$ cat src/rtl/dp_alu_pkg.sv
package dp_alu_pkg;
  typedef enum logic [3:0] {
    OP_AND = 4'd0,  OP_EOR = 4'd1,  OP_SUB = 4'd2,  OP_RSB = 4'd3,
    OP_ADD = 4'd4,  OP_ADC = 4'd5,  OP_SBC = 4'd6,  OP_RSC = 4'd7,
    OP_TST = 4'd8,  OP_TEQ = 4'd9,  OP_CMP = 4'd10, OP_CMN = 4'd11,
    OP_ORR = 4'd12, OP_MOV = 4'd13, OP_BIC = 4'd14, OP_MVN = 4'd15
  } alu_op_e;

  typedef struct packed {
    logic n;
    logic z;
    logic c;
    logic v;
  } nzcv_t;

  function automatic logic op_is_arith(input alu_op_e op);
    case (op)
      OP_SUB, OP_RSB, OP_ADD, OP_ADC, OP_SBC, OP_RSC, OP_CMP, OP_CMN: return 1'b1;
      default: return 1'b0;
    endcase
  endfunction

  function automatic logic op_writes(input alu_op_e op);
    return op[3:2] != 2'b10;
  endfunction
endpackage

$ cat src/rtl/dp_alu_addsub.sv
module dp_alu_addsub
  import dp_alu_pkg::*;
#(
  parameter int W = 32
) (
  input  alu_op_e        op,
  input  logic [W-1:0]   a,
  input  logic [W-1:0]   b,
  input  logic           cin,
  output logic [W-1:0]   sum,
  output logic           cout,
  output logic           ovf
);
  localparam int MSB = W - 1;
  logic [W-1:0] x, y;
  logic         ci;
  logic [W:0]   wide;

  // All eight arithmetic forms reduce to x + y + ci on one adder.
  always_comb begin
    x  = a;
    y  = b;
    ci = 1'b0;
    case (op)
      OP_SUB, OP_CMP: begin y = ~b; ci = 1'b1; end
      OP_SBC:         begin y = ~b; ci = cin;  end
      OP_RSB:         begin x = b; y = ~a; ci = 1'b1; end
      OP_RSC:         begin x = b; y = ~a; ci = cin;  end
      OP_ADC:         ci = cin;
      default:        ci = 1'b0;
    endcase
  end

  assign wide = {1'b0, x} + {1'b0, y} + {{W{1'b0}}, ci};
  assign sum  = wide[W-1:0];
  assign cout = wide[W];
  assign ovf  = (x[MSB] == y[MSB]) && (sum[MSB] != x[MSB]);
endmodule

$ cat src/rtl/dp_alu_logic.sv
module dp_alu_logic
  import dp_alu_pkg::*;
#(
  parameter int W = 32
) (
  input  alu_op_e      op,
  input  logic [W-1:0] a,
  input  logic [W-1:0] b,
  output logic [W-1:0] y
);
  always_comb begin
    case (op)
      OP_AND, OP_TST: y = a & b;
      OP_EOR, OP_TEQ: y = a ^ b;
      OP_ORR:         y = a | b;
      OP_MOV:         y = b;
      OP_BIC:         y = a & ~b;
      OP_MVN:         y = ~b;
      default:        y = '0;
    endcase
  end
endmodule

$ cat src/rtl/dp_alu_flags.sv
module dp_alu_flags
  import dp_alu_pkg::*;
#(
  parameter int W = 32
) (
  input  alu_op_e      op,
  input  logic [W-1:0] arith_val,
  input  logic         arith_c,
  input  logic         arith_v,
  input  logic [W-1:0] logic_val,
  input  nzcv_t        cur,
  input  logic         shift_c,
  input  logic         set_flags,
  output logic [W-1:0] value,
  output logic         we,
  output nzcv_t        nxt
);
  logic arith;
  assign arith = op_is_arith(op);
  assign value = arith ? arith_val : logic_val;
  assign we    = op_writes(op);

  always_comb begin
    nxt = cur;
    if (set_flags) begin
      nxt.n = value[W-1];
      nxt.z = (value == '0);
      nxt.c = arith ? arith_c : shift_c;
      nxt.v = arith ? arith_v : cur.v;
    end
  end
endmodule

$ cat src/rtl/dp_alu.sv
module dp_alu
  import dp_alu_pkg::*;
#(
  parameter int W = 32
) (
  input  logic [3:0]   op_code,
  input  logic [W-1:0] opnd_a,
  input  logic [W-1:0] opnd_b,
  input  logic         cur_n,
  input  logic         cur_z,
  input  logic         cur_c,
  input  logic         cur_v,
  input  logic         shift_carry,
  input  logic         set_flags,
  output logic [W-1:0] result,
  output logic         result_we,
  output logic         next_n,
  output logic         next_z,
  output logic         next_c,
  output logic         next_v
);
  alu_op_e      op;
  logic [W-1:0] sum_w, log_w;
  logic         cout_w, ovf_w;
  nzcv_t        cur_w, nxt_w;

  assign op    = alu_op_e'(op_code);
  assign cur_w = '{n: cur_n, z: cur_z, c: cur_c, v: cur_v};

  dp_alu_addsub #(.W(W)) u_addsub (
    .op(op), .a(opnd_a), .b(opnd_b), .cin(cur_c),
    .sum(sum_w), .cout(cout_w), .ovf(ovf_w)
  );

  dp_alu_logic #(.W(W)) u_logic (
    .op(op), .a(opnd_a), .b(opnd_b), .y(log_w)
  );

  dp_alu_flags #(.W(W)) u_flags (
    .op(op), .arith_val(sum_w), .arith_c(cout_w), .arith_v(ovf_w),
    .logic_val(log_w), .cur(cur_w), .shift_c(shift_carry),
    .set_flags(set_flags), .value(result), .we(result_we), .nxt(nxt_w)
  );

  assign next_n = nxt_w.n;
  assign next_z = nxt_w.z;
  assign next_c = nxt_w.c;
  assign next_v = nxt_w.v;
endmodule

$ cat config.mk
export PLATFORM = sky130hd
export DESIGN_NAME = dp_alu
export DESIGN_NICKNAME = d
export VERILOG_FILES = /design/src/rtl/dp_alu_pkg.sv /design/src/rtl/dp_alu_addsub.sv /design/src/rtl/dp_alu_logic.sv /design/src/rtl/dp_alu_flags.sv /design/src/rtl/dp_alu.sv
export SDC_FILE = /design/constraint.sdc
export NUM_CORES = 1
export LEC_CHECK = 0
export BUFFER_PORTS_ARGS = -buffer_cell sky130_fd_sc_hd__buf_2
export CORE_MARGIN = 2
export CORE_UTILIZATION = 55
export DETAILED_ROUTE_END_ITERATION = 10
export GPL_TIMING_DRIVEN = 0
export PLACE_DENSITY = 0.81
export SYNTH_ARGS = -nofsm -noshare
export SYNTH_HDL_FRONTEND = slang
export SYNTH_SLANG_ARGS = --single-unit
$ cat constraint.sdc
create_clock -name vclk -period 8.7
set_clock_uncertainty 0.2 [all_clocks]
set_input_delay 0 -clock vclk [all_inputs]
set_output_delay 0 -clock vclk [all_outputs]
set_load 0.1 [all_outputs]
==> flow_metrics.tcl, run 1 <==
set metrics [dict create \
    outcome "finished clean" \
    ys_warn_count 0 \
    criticalPathCategory "primary input to output pin" \
    drc 0 \
    cp-start-kind "primary input" \
    rsz0062_at_grt "false" \
    max-slew-margin-rel 0.2496 \
    num_vias 7488 \
    seq_cells 0 \
    ant_nets 0 \
    regArea_sq_um 0 \
    diodes 0 \
    hold_viol 0 \
    worstPathMaxFanout 10 \
    die-area_sq_um 10490 \
    cp.arrival_ns 7.09 \
    fp.dieH_um 102.4 \
    finalWorstSetupSlack_ns 1.414 \
    grt_overflow 0 \
    rows 35 \
    yosys.area_share.xor_xnor 0.06905 \
    power.leakage_nw 2.813 \
    drt-pass1-iter-count 7 \
    clock_buffer_count 0 \
    antenna_found_initial 0 \
    setup_violations 0 \
    track_usage 0.3960 \
    initial_core_util 0.5712 \
    endpoint_kind "output pin" \
    hpwl_um 16380 \
    hold_path.class "primary input to output pin" \
    gp_congestion 1.055 \
    drv_cap 0 \
    die_x_um 102.4 \
    pin_count 111 \
    drt_iter0_markers 1014 \
    yosysSeqAreaShare 0 \
    core_sq_um 9328 \
    synthSimpleGateAreaFrac 0.2377 \
    finalMaxSlewViolations 0 \
    ctsHoldBuffers 0 \
    synth_top_family_by_area "compound AO/OA/AOI/OAI gates" \
    finalNetCount 1136 \
    fin_crit_sh 0.8375 \
    via_per_inst 6.662 \
    ys_types 73 \
    fillers 936 \
    period_needed_ns 7.286 \
    worst_pin_slew_ns 1.121 \
    fmax_mhz 137.3 \
    grt_pass1_vias 6377 \
    netlist_area_sq_um 5328 \
    syn_area_per_cell_sq_um 6.027 \
    synth_nets 1023 \
    final.setup.tns_ns 0 \
    peakVddDrop_mv 0.1376 \
    areaGrowthSynthToFinish_pct 13.50 \
    cts.repair.resized 0 \
    syn_inst 884 \
    synth_compound_gate_area_share 0.4173 \
    drive_gt1_frac 0.1286 \
    grt_max_degree 11 \
    grt_pass1_wl_um 32660 \
    finalWirelength_um 21240 \
    cts_setup_buffers 0 \
    place_ws_ns 1.827 \
    synthMuxAreaShare 0.02090 \
    synthAdderAreaFrac 0.1555 \
    multi_input_area_sq_um 4797 \
    required_ns 8.50 \
    port_buffers 110 \
    avgRoutedWirePerCell_um 18.90 \
    power.density_nw_per_um2 141.9 \
]
[worst max-delay path, stage by stage]
cell and delay [ns]:
buf_2 0.15, clkbuf_1 0.45, clkbuf_1 0.49, clkbuf_1 0.56, clkbuf_1 0.64, o31ai_1 0.29
clkbuf_1 0.36, nand2_1 0.14, o21ai_0 0.08, o21ai_0 0.11, ha_1 0.25, clkbuf_1 0.24
a21oi_1 0.29, o211ai_1 0.13, a221oi_1 0.52, a31oi_1 0.34, a211oi_1 0.45, mux2i_1 0.32
nor2_1 0.06, nor4_1 0.50, nand4_1 0.16, o21ai_1 0.10, buf_2 0.43
[worst paths after layout]
kind / start / cells after the start / end / slack (ns)
max: op_code[0] / 23 / next_z / 1.41
min: cur_v / 4 / next_v / 0.27
[report_power, final]
| part | switching (W) | leakage, nW | total, W | internal [W] |
|---|---|---|---|---|
| registers | 0 | 0 | 0 | 0 |
| logic | 0.000643 | 2.81 | 0.000858 | 0.000215 |
| clock network | 0 | 0 | 0 | 0 |
| total | 0.000643 | 2.81 | 0.000858 | 0.000215 |
[layer usage]
metal	vias to the layer above	share of wire	routed length [um]	track usage
li1	3449	-	-	-
met5	-	0	0	0
met3	126	0.16	3396	0.06703
met4	0	0.053	1120	0.1538
met1	3287	0.38	8135	0.5597
met2	626	0.40	8587	0.5958
[final cells by class]
cell class / instances / area share
multi-input cells: 744 / 0.7933
repair buffers: 111 / 0.09228
inverters: 81 / 0.05028
plain buffers: 59 / 0.03745
well taps: 129 / 0.02669
[cell usage in the layout, fill, tap and decap left out, types with 4 or more instances in the layout]
cell type | netlist | layout
nor2_1 | 57 | 57
o32ai_1 | 4 | 4
nor3_1 | 23 | 23
o21ai_1 | 15 | 15
o21a_1 | 6 | 6
xor2_1 | 29 | 29
o211ai_1 | 9 | 9
mux2i_1 | 10 | 10
and3_1 | 6 | 6
o31a_1 | 4 | 4
buf_1 | 5 | 5
o22ai_1 | 4 | 4
ha_1 | 63 | 63
nand2b_1 | 7 | 7
o31ai_1 | 13 | 13
nor2b_1 | 13 | 13
a211oi_1 | 7 | 7
clkbuf_1 | 50 | 50
buf_2 | 4 | 114
inv_1 | 80 | 80
a21oi_1 | 73 | 73
o221ai_1 | 12 | 12
a2111oi_0 | 7 | 7
nand3b_1 | 4 | 4
nand4_1 | 11 | 11
nand3_1 | 15 | 15
xnor2_1 | 13 | 13
o21ai_0 | 119 | 119
and2_1 | 4 | 4
a21o_1 | 10 | 10
a31oi_1 | 14 | 14
nand2_1 | 123 | 123
a32oi_1 | 5 | 5
[synth_stat cells (all sizes together), types with 10 or more instances]
| cell | instances | area [sq um] |
|---|---|---|
| a21o | 10 | 75.07 |
| a21oi | 74 | 374.1 |
| a31oi | 14 | 87.58 |
| clkbuf | 50 | 187.7 |
| ha | 63 | 788.3 |
| inv | 81 | 304.0 |
| mux2i | 10 | 100.1 |
| nand2 | 123 | 461.7 |
| nand3 | 15 | 75.07 |
| nand4 | 11 | 68.82 |
| nor2 | 57 | 214.0 |
| nor2b | 13 | 81.33 |
| nor3 | 24 | 125.1 |
| o21ai | 135 | 679.4 |
| o221ai | 13 | 120.1 |
| o31ai | 13 | 97.59 |
| xnor2 | 13 | 113.9 |
| xor2 | 29 | 254.0 |
[logic make-up (layout without fill, tap and decap cells)]
family                     Yosys count  after routing
AOI/OAI and AO/OA                  349            349
xor gates and xnor gates            42             42
adders and majority gates           65             65
buffers and inverters              140            251
muxes                               11             11
and+or+nand+nor                    277            277
[metrics by stage]
step	hold slack (ns)	power, W	cells	util	instance area, sq um
after floorplan	0.2302	0.0006595	884	-	5328
after global routing	0.2982	0.0009072	1124	0.6483	6047
final	0.2730	0.0008583	1124	0.6483	6047
after global placement	0.2709	0.0008283	1123	0.6475	6040
after CTS	0.2749	0.0008365	1124	0.6483	6047
after detailed placement	0.2744	0.0008332	1124	0.6483	6047
No activity file was read; power rests on OpenSTA's default activity.
==> run 2, diff against run 1 <==
==> constraint.sdc (replaced) <==
create_clock -name vclk -period 7
set_clock_uncertainty 0.2 [all_clocks]
set_input_delay 0 -clock vclk [all_inputs]
set_output_delay 0 -clock vclk [all_outputs]
set_load 0.1 [all_outputs]
==> run 2 against run 1 <==
Net effect: via count decreased by 1.7%; non-clock buffer count decreased by 2; worst setup slack got worse by 1.1 ns; largest power group unchanged; final cell count decreased by 0.18%; worst hold slack improved by 0.0038 ns; count of clock-buffer cells in the layout unchanged; critical endpoint unchanged; first-iteration DRC count decreased by 7.6%; highest routed layer unchanged; die area unchanged; core utilization increased by 0.19 points; final area increased by 0.29%.
==> flow_metrics.tcl, run 2 (same netlist as run 1, synthesis figures left out) <==
set metrics [dict create \
    antenna_found_initial 0 \
    track_usage 0.4001 \
    cts.repair.resized 0 \
    via_per_inst 6.558 \
    die-area_sq_um 10490 \
    worst_pin_slew_ns 1.294 \
    diodes 0 \
    power.density_nw_per_um2 177.3 \
    drt_iter0_markers 937 \
    grt_max_degree 11 \
    rows 35 \
    multi_input_area_sq_um 4818 \
    outcome "finished clean" \
    finalNetCount 1134 \
    hold_path.class "primary input to output pin" \
    min_path_cells 4 \
    core_sq_um 9328 \
    grt_pass1_wl_um 33040 \
    fillers 984 \
    finalWirelength_um 21320 \
    hold_viol 0 \
    drt-pass1-iter-count 6 \
    setup_violations 0 \
    gp_congestion 1.057 \
    endpoint_kind "output pin" \
    period_needed_ns 6.639 \
    worstPathMaxFanout 10 \
    final.setup.tns_ns 0 \
    max-slew-margin-rel 0.1309 \
    num_vias 7358 \
    areaGrowthSynthToFinish_pct 13.83 \
    grt_pass1_vias 6342 \
    pin_count 111 \
    ant_nets 0 \
    required_ns 6.80 \
    initial_core_util 0.5712 \
    power.leakage_nw 2.833 \
    rsz0062_at_grt "false" \
    final_common_cell "nand2_1" \
    criticalPathCategory "primary input to output pin" \
    drc 0 \
    finalMaxSlewViolations 0 \
    grt_overflow 0 \
    most-common-layout-cells "nand2_1, o21ai_0, buf_2, inv_1, a21oi_1" \
    hpwl_um 16590 \
    regArea_sq_um 0 \
    fmax_mhz 150.6 \
    cp-start-kind "primary input" \
    drv_cap 0 \
    fp.dieH_um 102.4 \
    drive_gt1_frac 0.1380 \
    peakVddDrop_mv 0.1847 \
    port_buffers 110 \
    die_x_um 102.4 \
    fin_crit_sh 0.9484 \
    clock_buffer_count 0 \
    seq_cells 0 \
    cp.arrival_ns 6.44 \
    avgRoutedWirePerCell_um 19.00 \
    ctsHoldBuffers 0 \
    cts_setup_buffers 0 \
    p_total_w 0.001075 \
]
run 2: layout make-up:
type,instances,area share
Inverter,81,0.05013
Multi-Input combinational cell,744,0.7945
Buffer,58,0.03796
Tap cell,129,0.02661
Timing Repair Buffer,110,0.09078
run 2: through the flow:
step                std cells  setup WS, ns  cell area (sq um)  hold slack, ns  utilization
finish                   1122        0.3611               6065          0.2767       0.6502
detailed placement       1123       0.05855               6050          0.2768       0.6486
global placement         1123       0.05847               6050          0.2720       0.6486
CTS                      1123       0.04771               6050          0.2766       0.6486
global route             1122        0.1260               6065          0.3106       0.6502
floorplan                 884        0.2026               5338          0.2302            -
run 2: layer usage:
| layer | GRT usage | share of wire | up-vias | wire, um |
|---|---|---|---|---|
| li1 | - | - | 3445 | - |
| met1 | 0.5664 | 0.40 | 3261 | 8578 |
| met2 | 0.6058 | 0.41 | 557 | 8812 |
| met3 | 0.06908 | 0.14 | 95 | 3047 |
| met4 | 0.1436 | 0.041 | 0 | 883 |
| met5 | 0 | 0 | - | 0 |
run 2: critical path, cell delays in order:
cell and delay, ns:
buf_2 0.15, clkbuf_1 0.28, clkbuf_2 0.30, clkbuf_2 0.27, nand3b_1 0.30, clkbuf_1 0.40
clkbuf_1 0.52, o21ai_0 0.27, ha_1 0.33, nor2b_1 0.16, o2111ai_1 0.31, a2111oi_2 0.81
o2111ai_1 0.22, nand3b_1 0.15, xor2_1 0.07, a2111oi_0 0.93, o2111a_1 0.33, nand4_1 0.09
o21ai_1 0.10, buf_2 0.44
run 2: worst paths after layout:
| path | startpoint | endpoint |
|---|---|---|
| setup / recovery | op_code[0] | next_z |
| hold / removal | cur_v | next_v |
run 2: report_power, final:
| group | total [W] | internal (W) | switching (W) |
|---|---|---|---|
| Sequential | 0 | 0 | 0 |
| Combinational | 0.00108 | 0.000269 | 0.000806 |
| Clock | 0 | 0 | 0 |
| Total | 0.00108 | 0.000269 | 0.000806 |
